### config.mk
export PLATFORM = sky130hd
export DESIGN_NAME = cmpstep_unit
export DESIGN_NICKNAME = d
export VERILOG_FILES = /design/src/rtl/cmpstep_unit.sv
export SDC_FILE = /design/constraint.sdc
export NUM_CORES = 1
export LEC_CHECK = 0
export ABC_AREA = 1
export BUFFER_PORTS_ARGS = -buffer_cell sky130_fd_sc_hd__buf_2
export CAP_MARGIN = 30
export CORE_MARGIN = 3
export CORE_UTILIZATION = 40
export CTS_CLUSTER_DIAMETER = 60
export DETAILED_ROUTE_END_ITERATION = 6
export PLACE_DENSITY = 0.69
export SLEW_MARGIN = 10
export SYNTH_ARGS = -nofsm -noshare
export SYNTH_HDL_FRONTEND = slang
export SYNTH_SLANG_ARGS = --single-unit
### constraint.sdc
create_clock -name clk -period 3.55 [get_ports clk]
set_input_delay 0.1775 -clock clk [delete_from_list [all_inputs] [get_ports clk]]
set_output_delay 0.1775 -clock clk [all_outputs]
set_load 0.01 [all_outputs]
### src/rtl/cmpstep_unit.sv
module cmpstep_unit #(
  parameter int W = 32
) (
  input  logic         clk,
  input  logic         rst_n,
  input  logic         go,
  input  logic [1:0]   op,
  input  logic [1:0]   width,
  input  logic [W-1:0] opa,
  input  logic [W-1:0] opb,
  input  logic [1:0]   step,
  output logic [W-1:0] result,
  output logic         wr_en,
  output logic         cy,
  output logic         ov,
  output logic         ac,
  output logic         neg,
  output logic         zero
);
  localparam int HW = W / 2;
  localparam int QW = W / 4;
  localparam logic [1:0] OP_CMP = 2'b00;
  localparam logic [1:0] OP_INC = 2'b01;
  localparam logic [1:0] OP_DEC = 2'b10;

  logic [W-1:0] mask, am, bm, diff, stepv, stepped;
  int unsigned  top;
  logic         sa, sb, sd, sr;

  always_comb begin
    case (width)
      2'b00:   begin mask = {{(W-QW){1'b0}}, {QW{1'b1}}}; top = QW - 1; end
      2'b01:   begin mask = {{(W-HW){1'b0}}, {HW{1'b1}}}; top = HW - 1; end
      default: begin mask = '1;                           top = W - 1;  end
    endcase
  end

  assign am      = opa & mask;
  assign bm      = opb & mask;
  assign diff    = (am - bm) & mask;
  assign stepv   = (step == 2'b01) ? W'(2) : (step == 2'b10) ? W'(4) : W'(1);
  assign stepped = ((op == OP_DEC) ? am - stepv : am + stepv) & mask;

  assign sa = am[top];
  assign sb = bm[top];
  assign sd = diff[top];
  assign sr = stepped[top];

  always_ff @(posedge clk) begin
    if (!rst_n) begin
      result <= '0;
      wr_en  <= 1'b0;
      cy     <= 1'b0;
      ov     <= 1'b0;
      ac     <= 1'b0;
      neg    <= 1'b0;
      zero   <= 1'b0;
    end else begin
      wr_en <= 1'b0;
      if (go && op == OP_CMP) begin
        cy   <= am < bm;
        ov   <= (sa != sb) && (sd != sa);
        ac   <= am[3:0] < bm[3:0];
        neg  <= sd;
        zero <= diff == '0;
      end else if (go && (op == OP_INC || op == OP_DEC)) begin
        result <= stepped;
        wr_en  <= 1'b1;
        neg    <= sr;
        zero   <= stepped == '0;
      end
    end
  end
endmodule

==> results of run 1 <==
==> metal layers <==
| metal | share of wire, % | global-route usage, % | wire length (µm) |
|---|---|---|---|
| met1 | 48 | 36.2 | 11000 |
| met4 | 1.4 | 3.58 | 314 |
| met2 | 42 | 39.0 | 9620 |
| met3 | 8.9 | 2.60 | 2050 |
| met5 | 0 | 0 | 0 |
==> how the worst max path moves through the flow <==
stage                                   end  slack [ns]  depth (start not counted)
after floorplan           zero$_SDFFE_PN0P_        0.58                         22
after global placement    zero$_SDFFE_PN0P_        0.54                         19
after detailed placement  zero$_SDFFE_PN0P_        0.50                         21
after CTS                 zero$_SDFFE_PN0P_        0.77                         19
after global routing      zero$_SDFFE_PN0P_        0.41                         21
final                     zero$_SDFFE_PN0P_        0.67                         21
==> critical path, delay by kind of cell <==
family | cells | cell delay [ns]
AND/OR/NAND/NOR | 15 | 1.94
buffers and inverters | 3 | 0.34
adder cells (fa/ha/maj) | 1 | 0.38
AO/OA/AOI/OAI | 2 | 0.23
==> layout make-up <==
cell class | instances | area [µm²] | area share, %
well taps | 216 | 270 | 3.52
inverters | 243 | 912 | 11.9
flip-flops and latches | 38 | 761 | 9.91
multi-input cells | 988 | 4940 | 64.3
clock buffers | 5 | 125 | 1.63
clock inverters | 3 | 68.8 | 0.896
repair buffers | 114 | 606 | 7.89
==> cell families (layout without fill, tap and decap cells) <==
logic type      count (synthesis)  after routing
flops                          38             38
simple gates                  763            763
fa+ha+maj                      67             67
buf+inv                       262            365
compound gates                144            144
xor+xnor                       14             14
==> per-stage QoR <==
stage | cells | setup slack [ns] | hold slack, ns | instance area, µm² | power [mW]
after floorplan | 1288 | 0.585 | 0.421 | 6680 | 1.24
after global placement | 1599 | 0.538 | 0.453 | 7490 | 1.55
after detailed placement | 1599 | 0.497 | 0.461 | 7490 | 1.55
after CTS | 1607 | 0.775 | 0.319 | 7680 | 2.15
after global routing | 1607 | 0.411 | 0.353 | 7680 | 2.32
final | 1607 | 0.670 | 0.336 | 7680 | 2.16
==> cells in the final DEF (no fill, tap or decap), types with 4 or more instances in the layout <==
| cell type | count |
|---|---|
| ha_1 | 65 |
| dfxtp_1 | 38 |
| clkbuf_16 | 5 |
| xor2_1 | 6 |
| o211ai_1 | 6 |
| xnor2_1 | 8 |
| inv_1 | 239 |
| nor2_2 | 4 |
| nand3b_1 | 10 |
| nor3_1 | 7 |
| and2_1 | 4 |
| nand3_1 | 99 |
| nand4_1 | 20 |
| nand2_2 | 5 |
| a21oi_1 | 80 |
| o21ai_0 | 44 |
| nor2_1 | 120 |
| buf_2 | 110 |
| nand2_1 | 478 |
==> flip-flops by register name (all words and copies together), names as in the netlist <==
name	count
cy	1
ov	1
ac	1
zero	1
neg	1
result	32
wr_en	1
==> where the power goes <==
| part | total, mW | internal [mW] | switching, mW |
|---|---|---|---|
| sequential | 0.473 | 0.457 | 0.0155 |
| clock | 0.590 | 0.404 | 0.186 |
| combinational | 1.10 | 0.373 | 0.723 |
==> impl_results.md, run 1 <==
* CTS Hold Bufs at 0
* Drt pass-1 iters at 6
* Top cells by count, synth: nand2_1, inv_1, nor2_1, nand3_1, a21oi_1
* Finished Core Util at 47.7%
* # IOs at 111
* DR vias at 8176
* Final Hold Vio Count at 0
* Final Skew at 0 ns
* Reg clk slew, reported paths at 0.06 ns
* Post-synthesis adder-cell area fraction at 12.8%
* CTS resizes at 0
* Final WL at 23.0 mm
* Max Freq at 0.347 GHz
* CP most frequent cell: nand2_1
* Vias per cell at 5.09
* Row Count at 46
* Tcrit/Tclk final at 81.1%
* Register bit total from synthesis at 38
* Synth Warn # at 0
* HPWL Detailed at 19.5 mm
* Critical path's slowest cell: ha_1
* Flop-to-flop setup slack at 2.63 ns
* Ant. Diodes at 0
* CP max stage delay at 0.38 ns
* TritonCTS Buffers at 5
* Port Buf Inserts at 110
* Die area at 18300 µm²
* RSZ-0062 raised after global routing: no
* Type of origin of the critical path: primary input
* Count of cell types in the netlist at 38
* Reg2reg path depth at 3
* Sequential area share after synthesis at 11.4%
* Cell Area, Synth at 6680 µm²
* Synth top area cells: nand2_1, inv_1, ha_1
* Final #Nets at 1530
* WP data required at 3.75 ns
* Placeable Area at 16100 µm²
* Max Slew Vio Count at 0
* Setup Crit Path Kind: in -> reg
* Postcts setup bufs at 0
* Final setup TNS at 0 ns
* CTS Sinks at 38
* Worst Hold Launch: go
* Power Dens Cells at 281 nW/µm²
* Share of cells above drive strength 1 at 10.5%
* Initial core utilization at 41.4%
* WL per Instance at 14.3 µm
* Xor-xnor portion of the synthesized cell area at 1.84%
* CTS H-tree lvls at 2
* Longest Clk Path Bufs at 2
* Avg Cell Area, Syn at 5.18 µm²
* Worst Setup SP: width[1]
* Grt ovf at 0
* Worst-Skew Late Latency at 0.28 ns
* Critical Path AT at 3.08 ns
* Post-synthesis mux area share at 0%
* Status: completed
* Clock root buffer: clkbuf_16
* Initial antenna violation count at 0
* Fill cells at 1787
* Worst rel slew slack at 65.4%
* Max-cap viol count at 0
* Async SR Flop Fraction at 0%
* Setup crit end kind: flop
* Yosys top cell area share at 26.9%
* LEAKAGE at 4.72 nW
* Simple-gate share of the synthesized area at 47.7%
* Largest net degree at the start of global routing at 65
* RR Startpoint: zero$_SDFFE_PN0P_
* Post-synth top area cell: nand2_1
* Hold Path End: cy$_SDFFE_PN0P_
* Die width at 135 µm
* Synth Instances at 1288
* Area delta synth->final at 15.0%
* First-pass GRT wire length at 36.4 mm
* FF-to-FF End: zero$_SDFFE_PN0P_
* Die Y-Extent at 135 µm
* ANT nets after route at 0
* Top-count cell post-synth: nand2_1
* DRT iter0 DRCs at 760
* CTS tree: yes
* Top_reg_cell synth: dfxtp_1
* Largest family of logic cells by synthesized area: simple AND/OR/NAND/NOR gates
* Worst-Margin Slew at 0.519 ns
* Number of global-route vias before repair at 7313
* GPL Wtd Cong at 0.984
* Min-Delay Path Class: in -> reg
* Worst vdd ir at 0.261 mV
* Period minus WS final at 2.88 ns
* Crit-path max FO at 23
* Endpoints failing setup at 0
* Worst Hold Path Cells at 4
* Worst path cell trace: buf_2 -> inv_2 -> nand2_2 -> nand2_1 -> ha_1 -> nand2_1 -> nor2_1 -> inv_1 -> nor2_1 -> nand2_1 -> nand2_1 -> nand2_1 -> nand2_1 -> nand2_1 -> nand3_1 -> nand2_1 -> nor2_1 -> nand2_1 -> nor2_1 -> a21oi_1 -> a21oi_1
* Post-synth EDFFs at 0
* DR DRC count at 0
* GRT Total Usage at 24.4%
* Syn Nets at 1428
* Compound-Gate Fraction of Synth Area at 11.5%
Note: power is estimated with default switching activity, not from simulation.
==> run 2, diff against run 1 <==
- ABC_AREA: 1 -> 0
- PLACE_DENSITY: 0.69 -> 0.7
- clock period: 3.55 -> 2.95 ns (I/O delays scaled with it)
==> run 2 against run 1 <==
  * The run now ends with negative setup slack left
  * Via count fell by 4.4%
  * Global-route usage fell by 0.12 points
  * Non-clock buffer count rose by 262
  * Clock power rose by 8.3%
  * Critical path depth fell by 3
  * Combinational power rose by 70%
  * Highest routed layer unchanged
  * Total power rose by 42%
==> impl_results.md, run 2 <==
* CP max stage delay at 0.31 ns
* GPL Wtd Cong at 0.939
* Crit path capture: zero$_SDFFE_PN0P_
* Min-Delay Path Class: in -> reg
* Initial antenna violation count at 0
* Status: complete, but fails checks
* CTS Sinks at 38
* Finished Core Util at 65.5%
* Initial core utilization at 41.4%
* DR DRC count at 0
* Die width at 130 µm
* Clock share of power at 20.9%
* Clock root buffer: clkbuf_16
* Setup crit end kind: flop
* Post-synth EDFFs at 0
* Comb pwr share at 61.1%
* Yosys top cell area share at 13.3%
* Crit-path max FO at 4
* Max-cap viol count at 0
* RR Startpoint: zero$_SDFFE_PN0P_
* HPWL Detailed at 17.0 mm
* Power Dens Cells at 317 nW/µm²
* Ant. Diodes at 0
* DP Area at 8790 µm²
* Max Slew Vio Count at 0
* Die area at 16800 µm²
* Commonest cells after routing, fill and taps aside: buf_4, nand2_1, buf_2
* Top_reg_cell synth: dfxtp_1
* Row Count at 44
* Worst-Margin Slew at 0.608 ns
* Max reg flops at 32
* Final #Nets at 1336
* Critical path's slowest cell: nor4_2
* CTS tree: yes
* Final Hold Vio Count at 0
* Worst-Skew Late Latency at 0.28 ns
* Fin area at 9670 µm²
* Internal at 1.88 mW
* Port Buf Inserts at 110
* Top-count cell post-synth: nand2_1
* Buf+Inv Stages, Crit Path at 5
* Largest net degree at the start of global routing at 42
* LEAKAGE at 4.54 nW
* Final WL at 22.1 mm
* Avg Cell Area, Syn at 7.13 µm²
* Register bit total from synthesis at 38
* ANT nets after route at 0
* Critical path depth at 18
* Number of global-route vias before repair at 7307
* Type of origin of the critical path: primary input
* Total Power at 3.07 mW
* CTS H-tree lvls at 2
* Synth top area cells: ha_1, dfxtp_1, nand2_1
* Worst path cell trace: buf_2 -> inv_2 -> ha_4 -> inv_1 -> mux2_4 -> inv_2 -> ha_1 -> nor2b_2 -> o31a_1 -> o2111a_2 -> buf_4 -> o21ai_4 -> a21oi_4 -> a31oi_2 -> xnor2_1 -> o31a_1 -> nor4_2 -> a21bo_1
* FF-to-FF End: zero$_SDFFE_PN0P_
* Count of cell types in the netlist at 90
* Synth Instances at 857
* Syn Nets at 997
* Worst vdd ir at 0.243 mV
* Synth Warn # at 0
* Die Y-Extent at 130 µm
* WHS at 0.164 ns
* Reg2reg path depth at 4
* Cell Area, Synth at 6110 µm²
* Setup Crit Path Kind: in -> reg
* Commonest non-fill, non-tap cell in the layout: buf_4
* WL per Instance at 16.0 µm
* Post-synth top area cell: ha_1
* DRT iter0 DRCs at 452
* Drt pass-1 iters at 5
* Worst setup slack after layout at -0.153 ns
* First-pass GRT wire length at 33.9 mm
* WP data required at 3.19 ns
* DR vias at 7814
* Grt ovf at 0
* Period minus WS final at 3.10 ns
* Sw Share at 38.7%
* Vias per cell at 5.66
* Crit path max-delay family: compound AO/OA/AOI/OAI gates
* Async SR Flop Fraction at 0%
* Worst Setup SP: step[0]
* Failing checks: negative setup slack
* Top cells by count, synth: nand2_1, ha_1, a21oi_1, o21ai_0, and2_1
* Fill cells at 1191
* GRT Total Usage at 24.3%
* P_sw at 1.18 mW
* Final Skew at 0 ns
* Area delta synth->final at 58.3%
* Flop-to-flop setup slack at 1.90 ns
* # IOs at 111
* Tcrit/Tclk final at 105%
* TritonCTS Buffers at 5
* Share of cells above drive strength 1 at 43.4%
* Max Freq at 0.322 GHz
* Placeable Area at 14800 µm²
* Longest Clk Path Bufs at 2
* Reg power frac at 18.0%
* Sequential area share after synthesis at 12.5%
* Reg clk slew, reported paths at 0.07 ns
* RSZ-0062 raised after global routing: yes
* Worst rel slew slack at 59.4%
* Critical Path AT at 3.34 ns
* Endpoints failing setup at 1
* Reg with most FFs: result
[run 2: changes by cell type after synthesis, sizes merged, moves of 15 or more]
cell	change
nor2	-86
inv	-212
and2	+45
nand2	-363
nand2b	+15
a21oi	-17
a21o	+16
nor2b	+15
o21ai	+25
nand3	-80
xnor2	+16
clkbuf	+16
[run 2: how the worst min path moves through the flow]
| stage | from | end | slack (ns) | cells past startpoint |
|---|---|---|---|---|
| after floorplan | rst_n | wr_en$_SDFF_PP0_ | 0.29 | 1 |
| after global placement | rst_n | wr_en$_SDFF_PP0_ | 0.42 | 2 |
| after detailed placement | rst_n | wr_en$_SDFF_PP0_ | 0.43 | 2 |
| after CTS | rst_n | wr_en$_SDFF_PP0_ | 0.14 | 2 |
| after global routing | rst_n | wr_en$_SDFF_PP0_ | 0.18 | 2 |
| final | rst_n | wr_en$_SDFF_PP0_ | 0.16 | 2 |
[run 2: final cells by class]
type	instances	area [µm²]	share of cell area [%]
Inverter	30	125	1.29
Timing Repair Buffer	376	2650	27.4
Multi-Input combinational cell	745	5730	59.3
Clock buffer	5	125	1.29
Clock inverter	3	45.0	0.466
Sequential cell	38	761	7.87
Tap cell	184	230	2.38
[run 2: power groups by stage]
stage | Clock (mW) | Sequential (mW) | Combinational [mW]
after CTS | 0.642 | 0.553 | 1.73
after global placement | 0 | 0.564 | 1.61
final | 0.639 | 0.553 | 1.87
after global routing | 0.664 | 0.556 | 2.02
after detailed placement | 0 | 0.564 | 1.64
after floorplan | 0 | 0.575 | 0.943
[run 2: logic make-up (layout without fill, tap and decap cells)]
group,Yosys count,in the layout,synth area share [%]
fa+ha+maj,67,67,14.0
compound gates,284,284,31.9
mux,18,18,3.07
flops,38,38,12.5
buf+inv,74,414,4.87
xor+xnor,33,33,4.73
simple gates,343,343,29.0
[run 2: worst reg2reg max path, stage by stage (launching register included)]
cell	delay, ns
dfxtp_1	0.32
nand3_1	0.10
o21ai_0	0.12
nor2_1	0.18
a21bo_1	0.22
[run 2: timing repair]
item,CTS,global route
setup buffers,10,4
hold buffers,0,0
pin swaps,30,28
cloned,0,1
setup endpoints to repair,9,12
gates resized for setup,56,69
[run 2: through the flow]
stage | setup TNS [ns] | setup WS (ns) | std cells
floorplan | -0.618 | -0.394 | 857
detailed placement | -6.00 | -0.737 | 1358
global placement | -4.82 | -0.555 | 1358
CTS | -0.187 | -0.108 | 1376
global route | -0.406 | -0.263 | 1381
finish | -0.153 | -0.153 | 1381
[run 2: layer usage]
layer | vias to the layer above | track usage (%) | share of wire (%)
li1 | 3845 | - | -
met1 | 3656 | 30.3 | 43
met2 | 265 | 43.6 | 50
met3 | 48 | 2.64 | 4.7
met4 | 0 | 7.52 | 2.8
met5 | - | 0 | 0
==> run 3, diff against run 2 <==
- BUFFER_PORTS_ARGS: -buffer_cell sky130_fd_sc_hd__buf_2 -> -buffer_cell sky130_fd_sc_hd__clkbuf_2
- CORE_UTILIZATION: 40 -> 30
- PLACE_DENSITY: 0.7 -> 0.57
- SKIP_CTS_REPAIR_TIMING: not set -> 1
==> run 3 against run 2 <==
  * The run still ends with negative setup slack left
  * Routed wire length is 0.82% higher
  * Global-route usage is 5.4 points lower
  * Sequential cell count stayed put
  * Design area rose by 1.7%
  * Core utilization shrank 16 points
  * Critical endpoint unchanged
==> impl_results.md, run 3 (synthesized netlist as in run 2, its figures left out) <==
* Status: complete, but fails checks
* Failing checks: negative setup slack
* Internal at 1.84 mW
* Power Dens Cells at 305 nW/µm²
* Critical path's slowest cell: mux2_4
* Die area at 22100 µm²
* Worst-Margin Slew at 0.506 ns
* Reg power frac at 18.5%
* ANT nets after route at 0
* Die width at 149 µm
* Ant. Diodes at 0
* Final non-filler cell total at 1478
* Initial core utilization at 31.0%
* Final #Nets at 1352
* Max Freq at 0.329 GHz
* Commonest cells after routing, fill and taps aside: buf_4, nand2_1, clkbuf_2
* DR DRC count at 0
* RSZ-0062 raised after global routing: yes
* Tcrit/Tclk final at 103%
* Period minus WS final at 3.04 ns
* Worst setup slack after layout at -0.0934 ns
* Die Y-Extent at 149 µm
* Worst Setup SP: op[1]
* Setup WS pre-CTS at -0.598 ns
* Sw Share at 38.7%
* Vias per cell at 5.10
* WHS at 0.264 ns
* Initial antenna violation count at 0
* Port Buf Inserts at 110
* First-pass GRT wire length at 34.8 mm
* Final WL at 22.3 mm
* Number of global-route vias before repair at 7189
* Worst rel slew slack at 65.9%
* Reg clk slew, reported paths at 0.07 ns
* Max Slew Vio Count at 0
* DR vias at 7539
* Worst vdd ir at 0.179 mV
* Max-cap viol count at 0
* Reg with most FFs: result
* LEAKAGE at 4.57 nW
* Placeable Area at 19700 µm²
* Drt pass-1 iters at 5
* CP max stage delay at 0.32 ns
* Placed insts at 1456
* Setup Crit Path Kind: in -> reg
* Comb pwr share at 62.1%
* WP data required at 3.19 ns
* GPL Wtd Cong at 0.926
* Final Hold Vio Count at 0
* P_sw at 1.16 mW
* Critical Path AT at 3.28 ns
* Setup crit end kind: flop
* DRT iter0 DRCs at 392
* WL per Instance at 15.1 µm
* Clock share of power at 19.4%
* CTS tree: yes
* CTS H-tree lvls at 2
* Grt ovf at 0
* Largest net degree at the start of global routing at 49
* RR Startpoint: zero$_SDFFE_PN0P_
* GRT Total Usage at 18.9%
* Type of origin of the critical path: primary input
* TritonCTS Buffers at 5
* HPWL Detailed at 18.0 mm
* Max reg flops at 32
* # IOs at 111
* Final Skew at 0 ns
* Worst-Skew Late Latency at 0.29 ns
* Endpoints failing setup at 1
* Crit-path max FO at 4
* CTS Sinks at 38
* Min-Delay Path Class: in -> reg
* Area delta synth->final at 61.0%
* Clock root buffer: clkbuf_16
* Longest Clk Path Bufs at 2
* Commonest non-fill, non-tap cell in the layout: buf_4
* Row Count at 51
* Worst Hold Launch: rst_n
* Share of cells above drive strength 1 at 43.4%
* Worst path cell trace: buf_4 -> ha_4 -> mux2_4 -> inv_2 -> ha_1 -> nor2b_4 -> o31a_1 -> o2111a_2 -> a311o_1 -> xnor2_2 -> a31oi_2 -> nor4_2 -> nand4_1 -> nor4_1 -> a21bo_1
==> run 3: final cells by class <==
cell class,count,area [µm²]
clock inverters,2,16.3
multi-input cells,745,5670
inverters,30,125
well taps,265,332
flip-flops and latches,38,761
fillers,1946,9880
repair buffers,392,2790
clock buffers,6,139
==> run 3: worst paths after layout <==
path | endpoint | slack [ns] | cells past startpoint
max | zero$_SDFFE_PN0P_ | -0.09 | 15
min | wr_en$_SDFF_PP0_ | 0.26 | 3
max reg2reg | zero$_SDFFE_PN0P_ | 1.84 | 4
min reg2reg | result[31]$_SDFFE_PN0P_ | 0.46 | 2
==> run 3: metal layers <==
layer / wire (µm) / track usage [%]
met5: 0 / 0
met4: 532 / 5.03
met3: 827 / 2.04
met2: 10600 / 32.3
met1: 10300 / 25.2
==> run 3: power groups by stage <==
stage	logic (mW)	clock network [mW]	registers (mW)
after floorplan	0.943	0	0.575
after global placement	1.66	0	0.566
after detailed placement	1.67	0	0.566
after CTS	1.68	0.591	0.555
after global routing	2.03	0.619	0.557
final	1.86	0.581	0.554
==> run 3: metrics by stage <==
step	utilization [%]	TNS [ns]	instance area, µm²	power [mW]
after global placement	45.7	-5.13	9010	2.22
after floorplan	-	-0.618	6420	1.52
final	49.9	-0.0934	9830	2.99
after CTS	46.5	-1.21	9160	2.83
after detailed placement	45.7	-5.75	9010	2.24
after global routing	49.9	-0.420	9830	3.20
==> run 3: worst max-delay path: cells and delay by family <==
kind / cells / cell delay (ns)
mux: 1 / 0.32
compound gates: 5 / 1.19
fa+ha+maj: 2 / 0.37
buf+inv: 2 / 0.19
xor+xnor: 1 / 0.21
simple gates: 4 / 0.84
